==> config.mk <==
export PLATFORM = sky130hd
export DESIGN_NAME = acc_cpu
export DESIGN_NICKNAME = d
export VERILOG_FILES = /design/src/rtl/acc_cpu_pkg.sv /design/src/rtl/acc_cpu_alu.sv /design/src/rtl/acc_cpu_seq.sv /design/src/rtl/acc_cpu_regs.sv /design/src/rtl/acc_cpu.sv
export SDC_FILE = /design/constraint.sdc
export NUM_CORES = 1
export LEC_CHECK = 0
export BUFFER_PORTS_ARGS = -buffer_cell sky130_fd_sc_hd__buf_2
export CORE_ASPECT_RATIO = 0.7
export CORE_MARGIN = 8
export CORE_UTILIZATION = 50
export CTS_BUF_LIST = sky130_fd_sc_hd__clkbuf_2 sky130_fd_sc_hd__clkbuf_4 sky130_fd_sc_hd__clkbuf_8
export CTS_CLUSTER_DIAMETER = 80
export CTS_CLUSTER_SIZE = 25
export DETAILED_ROUTE_END_ITERATION = 8
export GPL_TIMING_DRIVEN = 0
export PLACE_DENSITY_LB_ADDON = 0.3
export SETUP_SLACK_MARGIN = 0.05
export SYNTH_ARGS = -nofsm -noshare
export SYNTH_HDL_FRONTEND = slang
export SYNTH_SLANG_ARGS = --single-unit
==> constraint.sdc <==
create_clock -name clk -period 4.6 [get_ports clk]
set_input_delay 0.92 -clock clk [delete_from_list [all_inputs] [get_ports clk]]
set_output_delay 0.92 -clock clk [all_outputs]
set_load 0.01 [all_outputs]
==> src/rtl/acc_cpu_pkg.sv <==
// Shared types for the accumulator processor.
// Assumes a 4-bit operation field at the top of each instruction word.
package acc_cpu_pkg;

    typedef enum logic [3:0] {
        ST_FETCH,   // MAR <- PC
        ST_FREQ,    // read request at MAR
        ST_FCAP,    // MBR <- memory
        ST_DECODE,  // IR <- MBR, PC + 1
        ST_EADDR,   // MAR <- operand address, dispatch
        ST_OREQ,    // operand read request
        ST_OCAP,    // MBR <- operand
        ST_EXEC,    // update AC / PC / IE
        ST_SPREP,   // MBR <- AC
        ST_SWR,     // write MBR to MAR
        ST_ISAVE,   // MAR <- save word, MBR <- PC
        ST_IWR      // write return address, vector, disable
    } cpu_state_e;

    localparam logic [3:0] OP_LOAD  = 4'h1;
    localparam logic [3:0] OP_STORE = 4'h2;
    localparam logic [3:0] OP_ADD   = 4'h5;
    localparam logic [3:0] OP_RETI  = 4'hF;

    typedef struct packed {
        logic mar_from_pc;
        logic mar_from_ir;
        logic mar_from_save;
        logic mbr_from_mem;
        logic mbr_from_ac;
        logic mbr_from_pc;
        logic ir_from_mbr;
        logic pc_inc;
        logic pc_vector;
        logic pc_from_mbr;
        logic ac_load;
        logic ac_add;
        logic ie_clear;
        logic ie_set;
        logic rd;
        logic wr;
    } cpu_ctrl_t;

endpackage

==> src/rtl/acc_cpu_alu.sv <==
// Accumulator adder: sum of two words, carry discarded (modulo 2^W).
// Assumes both operands are of equal width.
module acc_cpu_alu #(
    parameter int W = 16
) (
    input  logic [W-1:0] a,
    input  logic [W-1:0] b,
    output logic [W-1:0] sum
);
    // Wrapping addition.
    always_comb sum = a + b;
endmodule

==> src/rtl/acc_cpu_seq.sv <==
// Multi-cycle sequencer: fetch, operand access, execute and interrupt cycle.
// Assumes memory returns read data one cycle after a read request.
module acc_cpu_seq
    import acc_cpu_pkg::*;
(
    input  logic       clk,
    input  logic       rst_n,
    input  logic [3:0] ir_op,
    input  logic       irq,
    input  logic       ie,
    output cpu_ctrl_t  ctrl,
    output logic       irq_ack
);
    cpu_state_e state_q, state_d;
    logic       take_int;

    // Interrupt is taken only when enabled and requested.
    always_comb take_int = irq && ie;

    // State register.
    always_ff @(posedge clk) begin
        if (!rst_n) state_q <= ST_FETCH;
        else        state_q <= state_d;
    end

    // Next state and control decode.
    always_comb begin
        ctrl    = '0;
        irq_ack = 1'b0;
        state_d = state_q;
        case (state_q)
            ST_FETCH: begin
                ctrl.mar_from_pc = 1'b1;
                state_d = ST_FREQ;
            end
            ST_FREQ: begin
                ctrl.rd = 1'b1;
                state_d = ST_FCAP;
            end
            ST_FCAP: begin
                ctrl.mbr_from_mem = 1'b1;
                state_d = ST_DECODE;
            end
            ST_DECODE: begin
                ctrl.ir_from_mbr = 1'b1;
                ctrl.pc_inc      = 1'b1;
                state_d = ST_EADDR;
            end
            ST_EADDR: begin
                case (ir_op)
                    OP_LOAD, OP_ADD: begin
                        ctrl.mar_from_ir = 1'b1;
                        state_d = ST_OREQ;
                    end
                    OP_RETI: begin
                        ctrl.mar_from_save = 1'b1;
                        state_d = ST_OREQ;
                    end
                    OP_STORE: begin
                        ctrl.mar_from_ir = 1'b1;
                        state_d = ST_SPREP;
                    end
                    default: state_d = ST_EXEC;
                endcase
            end
            ST_OREQ: begin
                ctrl.rd = 1'b1;
                state_d = ST_OCAP;
            end
            ST_OCAP: begin
                ctrl.mbr_from_mem = 1'b1;
                state_d = ST_EXEC;
            end
            ST_EXEC: begin
                case (ir_op)
                    OP_LOAD: ctrl.ac_load = 1'b1;
                    OP_ADD:  ctrl.ac_add  = 1'b1;
                    OP_RETI: begin
                        ctrl.pc_from_mbr = 1'b1;
                        ctrl.ie_set      = 1'b1;
                    end
                    default: ;
                endcase
                state_d = take_int ? ST_ISAVE : ST_FETCH;
            end
            ST_SPREP: begin
                ctrl.mbr_from_ac = 1'b1;
                state_d = ST_SWR;
            end
            ST_SWR: begin
                ctrl.wr = 1'b1;
                state_d = take_int ? ST_ISAVE : ST_FETCH;
            end
            ST_ISAVE: begin
                ctrl.mar_from_save = 1'b1;
                ctrl.mbr_from_pc   = 1'b1;
                state_d = ST_IWR;
            end
            ST_IWR: begin
                ctrl.wr        = 1'b1;
                ctrl.pc_vector = 1'b1;
                ctrl.ie_clear  = 1'b1;
                irq_ack        = 1'b1;
                state_d = ST_FETCH;
            end
            default: state_d = ST_FETCH;
        endcase
    end

    // with interrupts disabled, the end of an instruction returns to fetch.
    p_no_take_disabled_r9: assert property (@(posedge clk) disable iff (!rst_n)
        ((state_q == ST_EXEC || state_q == ST_SWR) && !ie) |=> (state_q == ST_FETCH));

endmodule

==> src/rtl/acc_cpu_regs.sv <==
// Datapath registers PC, IR, AC, MAR, MBR and the interrupt-enable flag.
// Assumes at most one source select per register is active in a cycle.
module acc_cpu_regs
    import acc_cpu_pkg::*;
#(
    parameter int                DATA_W    = 16,
    parameter int                ADDR_W    = 12,
    parameter logic [ADDR_W-1:0] RESET_PC  = 12'h100,
    parameter logic [ADDR_W-1:0] SAVE_ADDR = 12'h000,
    parameter logic [ADDR_W-1:0] VEC_ADDR  = 12'h001
) (
    input  logic              clk,
    input  logic              rst_n,
    input  cpu_ctrl_t         ctrl,
    input  logic [DATA_W-1:0] mem_rdata,
    output logic [ADDR_W-1:0] mem_addr,
    output logic [DATA_W-1:0] mem_wdata,
    output logic [3:0]        ir_op,
    output logic              ie
);
    localparam int OPC_W = DATA_W - ADDR_W;

    logic [ADDR_W-1:0] pc_q, mar_q;
    logic [DATA_W-1:0] ir_q, ac_q, mbr_q, sum;
    logic              ie_q;

    acc_cpu_alu #(.W(DATA_W)) u_alu (
        .a  (ac_q),
        .b  (mbr_q),
        .sum(sum)
    );

    // Program counter: reset start, increment, vector or return.
    always_ff @(posedge clk) begin
        if (!rst_n)                pc_q <= RESET_PC;
        else if (ctrl.pc_vector)   pc_q <= VEC_ADDR;
        else if (ctrl.pc_from_mbr) pc_q <= mbr_q[ADDR_W-1:0];
        else if (ctrl.pc_inc)      pc_q <= pc_q + 1'b1;
    end

    // Memory address register.
    always_ff @(posedge clk) begin
        if (!rst_n)                  mar_q <= '0;
        else if (ctrl.mar_from_pc)   mar_q <= pc_q;
        else if (ctrl.mar_from_ir)   mar_q <= ir_q[ADDR_W-1:0];
        else if (ctrl.mar_from_save) mar_q <= SAVE_ADDR;
    end

    // Memory buffer register.
    always_ff @(posedge clk) begin
        if (!rst_n)                 mbr_q <= '0;
        else if (ctrl.mbr_from_mem) mbr_q <= mem_rdata;
        else if (ctrl.mbr_from_ac)  mbr_q <= ac_q;
        else if (ctrl.mbr_from_pc)  mbr_q <= DATA_W'(pc_q);
    end

    // Instruction register.
    always_ff @(posedge clk) begin
        if (!rst_n)                ir_q <= '0;
        else if (ctrl.ir_from_mbr) ir_q <= mbr_q;
    end

    // Accumulator.
    always_ff @(posedge clk) begin
        if (!rst_n)            ac_q <= '0;
        else if (ctrl.ac_load) ac_q <= mbr_q;
        else if (ctrl.ac_add)  ac_q <= sum;
    end

    // Interrupt enable flag, set out of reset.
    always_ff @(posedge clk) begin
        if (!rst_n)             ie_q <= 1'b1;
        else if (ctrl.ie_clear) ie_q <= 1'b0;
        else if (ctrl.ie_set)   ie_q <= 1'b1;
    end

    // Port and status outputs.
    always_comb begin
        mem_addr  = mar_q;
        mem_wdata = mbr_q;
        ir_op     = ir_q[DATA_W-1 -: OPC_W];
        ie        = ie_q;
    end

    // the sequencer only disables interrupts that were enabled.
    p_take_when_enabled_r9: assert property (@(posedge clk) disable iff (!rst_n)
        ctrl.ie_clear |-> ie_q);

    // the word saved during the interrupt write is the current PC.
    p_save_value_r8: assert property (@(posedge clk) disable iff (!rst_n)
        ctrl.ie_clear |-> (ctrl.wr && mbr_q == DATA_W'(pc_q)));

endmodule

==> src/rtl/acc_cpu.sv <==
// Top of the accumulator processor: sequencer plus datapath.
// Assumes a synchronous memory with one-cycle read latency on the port.
module acc_cpu #(
    parameter int                DATA_W    = 16,
    parameter int                ADDR_W    = 12,
    parameter logic [ADDR_W-1:0] RESET_PC  = 12'h100,
    parameter logic [ADDR_W-1:0] SAVE_ADDR = 12'h000,
    parameter logic [ADDR_W-1:0] VEC_ADDR  = 12'h001
) (
    input  logic              clk,
    input  logic              rst_n,
    output logic [ADDR_W-1:0] mem_addr,
    output logic [DATA_W-1:0] mem_wdata,
    input  logic [DATA_W-1:0] mem_rdata,
    output logic              mem_re,
    output logic              mem_we,
    input  logic              irq,
    output logic              irq_ack
);
    import acc_cpu_pkg::*;

    cpu_ctrl_t  ctrl;
    logic [3:0] ir_op;
    logic       ie;

    acc_cpu_seq u_seq (
        .clk    (clk),
        .rst_n  (rst_n),
        .ir_op  (ir_op),
        .irq    (irq),
        .ie     (ie),
        .ctrl   (ctrl),
        .irq_ack(irq_ack)
    );

    acc_cpu_regs #(
        .DATA_W   (DATA_W),
        .ADDR_W   (ADDR_W),
        .RESET_PC (RESET_PC),
        .SAVE_ADDR(SAVE_ADDR),
        .VEC_ADDR (VEC_ADDR)
    ) u_regs (
        .clk      (clk),
        .rst_n    (rst_n),
        .ctrl     (ctrl),
        .mem_rdata(mem_rdata),
        .mem_addr (mem_addr),
        .mem_wdata(mem_wdata),
        .ir_op    (ir_op),
        .ie       (ie)
    );

    // Memory strobes come straight from the sequencer.
    always_comb begin
        mem_re = ctrl.rd;
        mem_we = ctrl.wr;
    end

    // read and write never share a cycle.
    p_port_excl_r11: assert property (@(posedge clk) disable iff (!rst_n)
        !(mem_re && mem_we));

    // acknowledge coincides with the write of the save word.
    p_ack_save_r8: assert property (@(posedge clk) disable iff (!rst_n)
        irq_ack |-> (mem_we && mem_addr == SAVE_ADDR));

    // acknowledge lasts one cycle.
    p_ack_pulse_r8: assert property (@(posedge clk) disable iff (!rst_n)
        irq_ack |=> !irq_ack);

    // the fetch after an acknowledge reads the handler address.
    p_ack_vector_r8: assert property (@(posedge clk) disable iff (!rst_n)
        irq_ack |=> ##1 (mem_re && mem_addr == VEC_ADDR));

endmodule

Word-level counts from Yosys, hierarchy flattened
Index checks and enable logic that the tools add are counted.
- output and inout bits: 31
- word-level logic and storage cells: 73
- bits of input ports: 19
- register bits after elaboration: 77
- multiplexer cells: 32
- reductions and logical operators: 15
- add/subtract/negate cells: 2
- bitwise logic cells: 1
- eq/ne operators: 15
- operator list (cell ; count):
    two-way mux 16 bit ; 5
    two-way mux 12 bit ; 5
    case mux 4 bit (10 select lines) ; 1
    == test 4 x 3 -> 1 bit (second input constant) ; 5
    == test 4 bit (second input constant) ; 5
    adder 16 bit ; 1
    two-way mux 1 bit ; 15
    adder 12 x 1 -> 12 bit (second input constant) ; 1
    == test 4 x 2 -> 1 bit (second input constant) ; 3
    OR reduction 2 bit ; 5
    two-way mux 9 bit ; 1
    nonzero test 3 bit ; 3
    == test 4 x 1 -> 1 bit (second input constant) ; 2
    case mux 4 bit (2 select lines) ; 1
    nonzero test 2 bit ; 3
    OR reduction 3 bit ; 2
    logical NOT 4 bit ; 1
    two-way mux 4 bit ; 1
    two-way mux 3 bit ; 1
    two-way mux 2 bit ; 1
    case mux 1 bit (2 select lines) ; 1
    logical AND 1 bit ; 1
    inverter 1 bit ; 1

Depth between registers and ports, before layout
Gate-level depths: netlist of run 1.
- depth in word-level cells: 6
- depth in mapped cells: 8
- mapped depth without buffers: 8

Cells and area by module
A second synthesis of run 1 with hierarchy kept.
- cell total of the unflattened synthesis: 565
- area, all modules: 4558.1 um^2
- modules (own cells, without submodules) (module ; instances ; area an instance (um^2) ; cells an instance ; sequential area each (um^2)):
    acc_cpu_regs ; 1 ; 3412.0 ; 406 ; 1461.4
    acc_cpu_alu ; 1 ; 724.4 ; 98 ; 0.0
    acc_cpu_seq ; 1 ; 421.7 ; 61 ; 80.1

Worst setup path after synthesis of run 1
Ideal clock, no wire load.
- path type: register to register
- from: register u_regs.mbr_q[0], in the netlist u_regs.mem_wdata[0]
- to: register u_regs.ac_q[12]
- stages on the path, launching flop included: 9
- arrival: 2.096 ns
- buffers on the path: 0
- library setup time: 0.124 ns
- data required time: 4.476 ns
- period minus slack after synthesis: 2.219 ns
- path slack: 2.381 ns
- cell sequence: dfxtp_1 ha_1 fa_1 a211oi_1 o211ai_1 and2_1 a31oi_1 xor2_1 a31oi_1
- word-level cells in the longest chain between the ends: 3
- RTL lines (item ; line ; source):
    start, declared ; acc_cpu_regs.sv:24 ; logic [DATA_W-1:0] ir_q, ac_q, mbr_q, sum;
    start signal, assigned ; acc_cpu_regs.sv:52 ; else if (ctrl.mbr_from_mem) mbr_q <= mem_rdata;
    start signal, assigned ; acc_cpu_regs.sv:53 ; else if (ctrl.mbr_from_ac) mbr_q <= ac_q;
    start signal, assigned ; acc_cpu_regs.sv:54 ; else if (ctrl.mbr_from_pc) mbr_q <= DATA_W'(pc_q);
    adder 16 bit ; acc_cpu_alu.sv:11 ; always_comb sum = a + b;
    two-way mux 16 bit ; acc_cpu_regs.sv:67 ; else if (ctrl.ac_add) ac_q <= sum;
    two-way mux 16 bit ; acc_cpu_regs.sv:66 ; else if (ctrl.ac_load) ac_q <= mbr_q;
    end signal, assigned ; acc_cpu_regs.sv:66 ;
    end signal, assigned ; acc_cpu_regs.sv:67 ;
    end, declared ; acc_cpu_regs.sv:24 ;
Every way passes these cells. The select of a mux whose other input is x is not followed.
A chain may end at the register's enable or synchronous reset.

Final worst setup path of run 1
- from: register u_seq.state_q[3]
- to: output port irq_ack
- word-level cells in the longest chain between the ends: 2
- RTL lines (item ; line ; source):
    start, declared ; acc_cpu_seq.sv:14 ; cpu_state_e state_q, state_d;
    start signal, assigned ; acc_cpu_seq.sv:23 ; else state_q <= state_d;
    == test 4 bit ; acc_cpu_seq.sv:31 ; case (state_q)
    two-way mux 1 bit ; acc_cpu_seq.sv:31 ;
    end, declared ; acc_cpu.sv:18 ; output logic irq_ack
Every way passes these cells.

==> impl_metrics.toml, run 1 <==
[synthesis]
synth_top_area_share_pct = 34.4
syn_avg_cell_area_sq_um = 8.35
synth_ff_type = "dfxtp_1"
synth_async_sr_flop_share_pct = 0
synth-seq-area-share_pct = 34.4
synth_top_cell_by_area = "dfxtp_1"
synth_area_sq_mm = 0.00448
ys_types = 67
syn_nets = 573
ys_top_cells_by_area = "dfxtp_1, nand2_1, a22o_1"
syn_inst = 537
synth_edf_count = 0
yosysWarnings = 0
ys_seq_elements = 77

[routing]
met3_length_mm = 1.33
vias_per_cell = 6.32
ant_nets = 0
vias = 4586
drt_first_pass_iters = 5
routed.top_layer = "met4"
route.met2.wl_mm = 5.67
drtIter0Drc = 446
drt-total-wl_mm = 13.5
wl_per_cell_microns = 18.7
wl_met1_mm = 6.31
drc = 0

[setup_path]
cp.required_ns = 3.68
worst_ep_arrival_time_ns = 1.67
crit_type = "flop to primary output"
ff2ff_setup_slack_ns = 2.07
cp-end-kind = "primary output"
critPathMaxFanout = 6
cp-start-kind = "flop"

[clock_network]
clock_path_buffers = 2
clkSlewWorstSetupHoldPaths_ns = 0.09
cts_resized = 0
cts_buffers = 9
ctsHoldBuffers = 0
cts_root_buf = "clkbuf_8"
clkLatencyLatePin_ns = 0.37
cts_max_level = 3
cts_tree = "built"
clock_sinks = 77
cts_setup_buffers = 0

[finish]
layout-drive-gt1-share_pct = 15.0
syn2layout_area_growth_pct = 14.0
final_common_cell = "dfxtp_1"
layout_common_cells = "dfxtp_1, nand2_1, buf_2"
n_antenna_cell = 0
nets = 633
post-route-util_pct = 57.5

[timing]
final.setup_skew_ns = 0.0141
slew_violations = 0
tightest_slew_ns = 1.12
finalCritPeriodShare_pct = 56.2
rsz0062_at_grt = "false"
tns_ns = 0
final-setup-viol-count = 0
slew_headroom_pct = 24.7
fmax_mhz = 387
layout_min_cycle_time_ns = 2.59
hold_viol = 0

[global_routing]
grt_pass1_vias = 4240
grtUsageTotal_pct = 22.2
grt_max_degree = 13
grt_pass1_wl_mm = 21.7
antenna_found_initial = 0
gr-total-overflow = 0

[pwr]
clkPwrFrac_pct = 40.3
comb_power_share_pct = 11.5
p_int_mw = 1.08
p_sw_share_pct = 25.5
fin_total_pwr_mw = 1.45
p_leak_nw = 2.04
netSwitchingPower_mw = 0.371
vdd_drop_max_uv = 198
p_per_area_mw_per_mm2 = 284
pwr-share-seq_pct = 48.3

[status]
status = "finished, final reports clean"

[die]
rows = 29
initial_core_util_pct = 50.4
dieArea_sq_mm = 0.0123
io-pin-count = 50
die_width_microns = 129
die_y_microns = 95.2
core-area_sq_mm = 0.00889

[hold_path]
hold_path.class = "flop to flop"

[run]
drv_cap = 0

[placement]
dp_hpwl_mm = 10.2
port_buffers = 49
gp_congestion = 0.926
-- registers in the layout, indices dropped and copies added, names as in the netlist --
name	count
u_regs.mem_wdata	16
u_regs.ie	1
u_regs.mem_addr	12
u_regs.ir_q	16
u_seq.state_q	4
u_regs.pc_q	12
u_regs.ac_q	16
-- final cells by class --
cell class                      instances  area (sq um)
Timing Repair Buffer                   49           245
Clock buffer                           12           159
Sequential cell                        77          1540
Inverter                               10          37.5
Clock inverter                          4          70.1
Fill cell                             803          3780
Tap cell                              124           155
Buffer                                 40           179
Multi-Input combinational cell        410          2720
-- worst paths after layout --
check                      start  cells after the start               to
max             u_seq.state_q[3]                      5          irq_ack
min               u_regs.ir_q[5]                      2   u_regs.ir_q[5]
max reg2reg  u_regs.mem_wdata[0]                      8  u_regs.ac_q[14]
min reg2reg       u_regs.ir_q[5]                      2   u_regs.ir_q[5]
-- through the flow --
stage	hold slack [ns]	instance area [sq um]	setup WS, ns	std cells
2_1_floorplan	0.443	4480	2.38	537
3_5_place_dp	0.458	4880	2.03	710
5_1_grt	0.488	5110	1.86	726
4_1_cts	0.468	5110	2.06	726
3_3_place_gp	0.450	4880	2.05	710
6_report	0.470	5110	2.01	726
-- cell usage after synthesis, types with 13 or more instances --
master    count
a221oi_1     16
a31oi_1      15
nor2_1       39
a21boi_0     17
clkbuf_1     22
mux2i_1      19
a22o_1       24
buf_2        13
a21oi_1      26
nor2b_1      15
nand2_1      63
ha_1         16
o21ai_0      26
dfxtp_1      77
-- power groups by stage --
stage	logic (mW)	registers (mW)	clock network (mW)
3_3_place_gp	0.160	0.716	0
2_1_floorplan	0.106	0.713	0
5_1_grt	0.181	0.703	0.618
4_1_cts	0.164	0.701	0.590
3_5_place_dp	0.163	0.716	0
6_report	0.167	0.702	0.585
-- cell families after synthesis --
family	count (synthesis)	synth area share (%)
and+or+nand+nor	184	20.6
AOI/OAI and AO/OA	181	29.3
DFF	77	34.4
buffers and inverters	50	4.83
muxes	19	4.24
adders and majority gates	17	4.91
xor gates and xnor gates	9	1.76
-- worst max-delay path, stage by stage (launching register included) --
cell     delay (ns)
dfxtp_1        0.44
inv_1          0.13
nor2_1         0.32
nand2_1        0.19
inv_1          0.09
buf_2          0.12
-- metal layers --
layer | vias to the layer above | track usage (%)
li1 | 2121 | -
met1 | 2217 | 31.2
met2 | 224 | 33.1
met3 | 24 | 4.53
met4 | 0 | 7.50
met5 | - | 0
Note: power is estimated with default switching activity, not from simulation.
==> inputs of run 2 (changes only) <==
- ABC_AREA: default -> 1
- clock period: 4.6 -> 2.6 ns (I/O delays scaled with it)
==> impl_metrics.toml, run 2 <==
[status]
status = "finished, final reports clean"

[finish]
syn2layout_area_growth_pct = 13.5
fillerInstances = 844
nets = 758
final_cell_area_sq_mm = 0.00498
n_antenna_cell = 0
post-route-util_pct = 58.7
final_common_cell = "nand2_1"
layout-drive-gt1-share_pct = 13.3
layout_common_cells = "nand2_1, dfxtp_1, nor2_1"

[setup_path]
r2r_cells = 12
critPathMaxFanout = 4
cp-start-kind = "flop"
worst_ep_arrival_time_ns = 2.20
cp-end-kind = "flop"
cp-startpoint = "u_regs.mem_wdata[0]"
cp.required_ns = 2.82
crit-reg2reg-launch = "u_regs.mem_wdata[0]"
crit_type = "flop to flop"

[placement]
gp_congestion = 0.927
port_buffers = 49
dp_hpwl_mm = 10.4
place_area_sq_mm = 0.00478

[hold_path]
hold_start = "mem_rdata[3]"
hold_depth = 3
hold_path.class = "primary input to flop"

[global_routing]
grtUsageTotal_pct = 22.2
gr-total-overflow = 0
grt_max_degree = 14
grt_pass1_vias = 4244
grt_pass1_wl_mm = 21.3
antenna_found_initial = 0

[die]
io-pin-count = 50
die_y_microns = 94.4
core-area_sq_mm = 0.00848
die_width_microns = 128
rows = 28
dieArea_sq_mm = 0.0121
initial_core_util_pct = 51.8

[clock_network]
cts_setup_buffers = 0
ctsHoldBuffers = 0
clock_sinks = 77
cts_tree = "built"
cts_buffers = 9
clkLatencyLatePin_ns = 0.37
cts_resized = 0
cts_max_level = 3
clkSlewWorstSetupHoldPaths_ns = 0.08
cts_root_buf = "clkbuf_8"
clock_path_buffers = 2

[timing]
slew_headroom_pct = 57.8
slew_violations = 0
fmax_mhz = 508
finalCritPeriodShare_pct = 75.8
hold_viol = 0
rsz0062_at_grt = "false"
whs_ns = 0.387
tns_ns = 0
final-setup-viol-count = 0
tightest_slew_ns = 0.633
final.setup_skew_ns = 0.00823
layout_min_cycle_time_ns = 1.97

[pwr]
p_sw_share_pct = 39.6
pwr-share-seq_pct = 41.9
p_leak_nw = 2.21
vdd_drop_max_uv = 422
clkPwrFrac_pct = 26.1
comb_power_share_pct = 32.0
p_int_mw = 2.15
p_per_area_mw_per_mm2 = 716
netSwitchingPower_mw = 1.41

[synthesis]
synth_async_sr_flop_share_pct = 0
ys_top_cells_by_count = "nand2_1, dfxtp_1, nor2_1"
ys_seq_elements = 77
syn_nets = 698
synth_top_area_share_pct = 35.1
yosysWarnings = 0
syn_inst = 662
synth_area_sq_mm = 0.00439
ys_types = 33
synth_edf_count = 0
syn_avg_cell_area_sq_um = 6.63
synth_ff_type = "dfxtp_1"
synth_top_cell_by_area = "dfxtp_1"
synth-seq-area-share_pct = 35.1
ys_top_cells_by_area = "dfxtp_1, nand2_1, nor2_1"
synth.most_common_cell = "nand2_1"

[routing]
drc = 0
drtIter0Drc = 596
drt-total-wl_mm = 13.3
vias = 4707
vias_per_cell = 5.56
wl_per_cell_microns = 15.7
drt_first_pass_iters = 6
ant_nets = 0

[run]
drv_cap = 0
==> run 2: cells by family after synthesis <==
logic type	after synthesis	synth area share [%]
AND/OR/NAND/NOR	315	29.7
XOR/XNOR	14	2.79
AO/OA/AOI/OAI	138	18.3
adder cells (fa/ha/maj)	17	5.02
buffers and inverters	101	9.04
flip-flops	77	35.1
==> run 2: stage by stage <==
stage	setup WS, ns	std cells	total power [mW]
global route	0.464	847	3.76
floorplan	0.861	662	2.25
detailed placement	0.685	831	2.63
finish	0.630	847	3.57
global placement	0.735	831	2.61
CTS	0.673	847	3.53
==> run 2: final timing paths <==
check	end	slack, ns
hold / removal	u_regs.mem_wdata[3]	0.39
setup reg to reg	u_regs.ac_q[14]	0.63
hold reg to reg	u_regs.mem_addr[8]	0.48
setup / recovery	u_regs.ac_q[14]	0.63
==> run 2: routing by layer <==
metal / wire (microns) / part of all wire (%) / GRT usage (%) / up-vias
met4: 180 / 1.4 / 5.71 / 0
li1: - / - / - / 2289
met1: 6410 / 48 / 31.5 / 2181
met2: 5460 / 41 / 32.7 / 215
met3: 1250 / 9.4 / 5.74 / 22
met5: 0 / 0 / 0 / -
==> run 2: worst max-delay path, stage by stage (launching register included) <==
cell and delay [ns]:
dfxtp_1 0.34, ha_1 0.24, fa_1 0.38, nand2_1 0.11
nand2_1 0.08, nand3b_1 0.10, nand2_1 0.13, nand2_1 0.14
nand2_1 0.06, nand2_1 0.06, nand3_1 0.06, nand2_1 0.09
a21oi_1 0.06
==> run 2: layout make-up <==
type	instances	area (sq um)	share of cell area, %
Sequential cell	77	1540	31.0
Clock buffer	10	131	2.64
Buffer	25	111	2.24
Tap cell	120	150	3.02
Inverter	76	285	5.73
Clock inverter	6	63.8	1.28
Timing Repair Buffer	49	245	4.93
Multi-Input combinational cell	484	2450	49.2
==> run 2: power by group through the flow <==
stage / Sequential [mW] / Clock [mW] / Combinational [mW]
floorplan: 1.50 / 0 / 0.754
CTS: 1.49 / 0.922 / 1.12
detailed placement: 1.51 / 0 / 1.12
global placement: 1.51 / 0 / 1.10
finish: 1.49 / 0.932 / 1.14
global route: 1.51 / 0.982 / 1.26
==> inputs of run 3 (changes only) <==
- clock period: 2.6 -> 2 ns (I/O delays scaled with it)
==> impl_metrics.toml, run 3 (same netlist as run 2, synthesis figures left out) <==
[status]
status = "finished, final reports clean"

[setup_path]
cp-start-kind = "flop"
critPathMaxFanout = 4
cp_slowest_cell = "dfxtp_1"
crit_type = "flop to flop"
cp-end-kind = "flop"
crit_buf_inv = 0
crit_family = "simple AND/OR/NAND/NOR gates"
r2r_cells = 12
cp.required_ns = 2.22
reg2reg_to = "u_regs.ac_q[14]"
crit_chain = "ha_2, fa_2, nand2_2, nand2_1, nand3b_1, nand2_2, nand2_2, nand2_1, nand2_1, nand3_1, nand2_1, a21oi_1"
ff2ff_setup_slack_ns = 0.16
worst_ep_arrival_time_ns = 2.07
slowest_delay_ns = 0.35
crit-reg2reg-launch = "u_regs.mem_wdata[0]"
cp_common_cell = "nand2_1"

[hold_path]
hold_start = "mem_rdata[3]"
hold_path.class = "primary input to flop"
hold_depth = 3
worstHoldEndpoint = "u_regs.mem_wdata[3]"

[timing]
worst_slack_ns = 0.157
final-setup-viol-count = 0
final.setup_skew_ns = 0.00725
tightest_slew_ns = 0.662
fmax_mhz = 543
slew_headroom_pct = 55.9
finalCritPeriodShare_pct = 92.2
rsz0062_at_grt = "true"
layout_min_cycle_time_ns = 1.84
hold_viol = 0
tns_ns = 0
slew_violations = 0

[finish]
fillerInstances = 837
final_common_cell = "nand2_1"
final_cell_area_sq_mm = 0.00503
layout-drive-gt1-share_pct = 14.9
nets = 761
syn2layout_area_growth_pct = 14.6
layout_common_cells = "nand2_1, dfxtp_1, nor2_1"
post-route-util_pct = 59.3
n_antenna_cell = 0

[clock_network]
clock_path_buffers = 2
clock_sinks = 77
ctsHoldBuffers = 0
clkLatencyLatePin_ns = 0.37
cts_buffers = 9
cts_root_buf = "clkbuf_8"
cts_max_level = 3
clkSlewWorstSetupHoldPaths_ns = 0.08
cts_tree = "built"

[placement]
place_area_sq_mm = 0.00478
dp_hpwl_mm = 10.4
pre_cts_slack_ns = 0.0855
gp_congestion = 0.927
port_buffers = 49

[run]
drv_cap = 0

[die]
core-area_sq_mm = 0.00848
initial_core_util_pct = 51.8
io-pin-count = 50
die_y_microns = 94.4
die_width_microns = 128
rows = 28
dieArea_sq_mm = 0.0121

[global_routing]
antenna_found_initial = 0
grtUsageTotal_pct = 22.2
grt_max_degree = 14
gr-total-overflow = 0
grt_pass1_vias = 4244
grt_pass1_wl_mm = 21.3

[routing]
drt-total-wl_mm = 13.4
drc = 0
vias_per_cell = 5.61
drtIter0Drc = 536
drt_first_pass_iters = 5
ant_nets = 0
vias = 4766
wl_per_cell_microns = 15.8

[pwr]
p_leak_nw = 2.23
p_per_area_mw_per_mm2 = 926
vdd_drop_max_uv = 584
## run 3: routing by layer
| layer | share of wire [%] | up-vias | GRT usage (%) | wire length, microns |
|---|---|---|---|---|
| li1 | - | 2305 | - | - |
| met1 | 48 | 2223 | 31.5 | 6400 |
| met2 | 42 | 218 | 32.7 | 5580 |
| met3 | 9.3 | 20 | 5.74 | 1250 |
| met4 | 1.4 | 0 | 5.71 | 184 |
| met5 | 0 | - | 0 | 0 |
## run 3: worst max path at each step
stage               slack (ns)                 from              end  cells after the start
floorplan                 0.26  u_regs.mem_wdata[0]   u_regs.ac_q[8]                      9
global placement          0.14  u_regs.mem_wdata[0]  u_regs.ac_q[14]                     12
detailed placement        0.09  u_regs.mem_wdata[0]  u_regs.ac_q[14]                     12
CTS                       0.07  u_regs.mem_wdata[0]  u_regs.ac_q[14]                     12
global route             0.009  u_regs.mem_wdata[0]  u_regs.ac_q[12]                     11
finish                    0.16  u_regs.mem_wdata[0]  u_regs.ac_q[14]                     12
## run 3: where the power goes
part / switching (mW) / leakage (nW) / internal [mW]
combinational: 1.02 / 1.51 / 0.497
clock: 0.613 / 0.0957 / 0.588
sequential: 0.207 / 0.625 / 1.73
## run 3: timing repair
| item | in CTS | in global routing |
|---|---|---|
| setup buffers | 0 | 3 |
| setup endpoints to repair | 0 | 21 |
| resized for setup | 0 | 10 |
## run 3: layout make-up
| class | instances | area [sq um] | share of cell area [%] |
|---|---|---|---|
| Timing Repair Buffer | 52 | 268 | 5.33 |
| Clock inverter | 6 | 63.8 | 1.27 |
| Buffer | 25 | 111 | 2.22 |
| Multi-Input combinational cell | 484 | 2470 | 49.2 |
| Tap cell | 120 | 150 | 2.99 |
| Clock buffer | 10 | 131 | 2.61 |
| Sequential cell | 77 | 1540 | 30.7 |
| Inverter | 76 | 285 | 5.67 |
## run 3: worst register-to-register path: stages, from the launching register on
cell	delay, ns
dfxtp_1	0.35
ha_2	0.21
fa_2	0.35
nand2_2	0.10
nand2_1	0.08
nand3b_1	0.11
nand2_2	0.10
nand2_2	0.09
nand2_1	0.05
nand2_1	0.06
nand3_1	0.06
nand2_1	0.09
a21oi_1	0.06
## run 3: per-stage QoR
step,hold WS [ns],total power [mW],std cells
6_report,0.266,4.66,850
2_1_floorplan,0.458,2.93,662
4_1_cts,0.261,4.59,847
5_1_grt,0.274,4.92,850
3_5_place_dp,0.466,3.42,831
3_3_place_gp,0.467,3.39,831
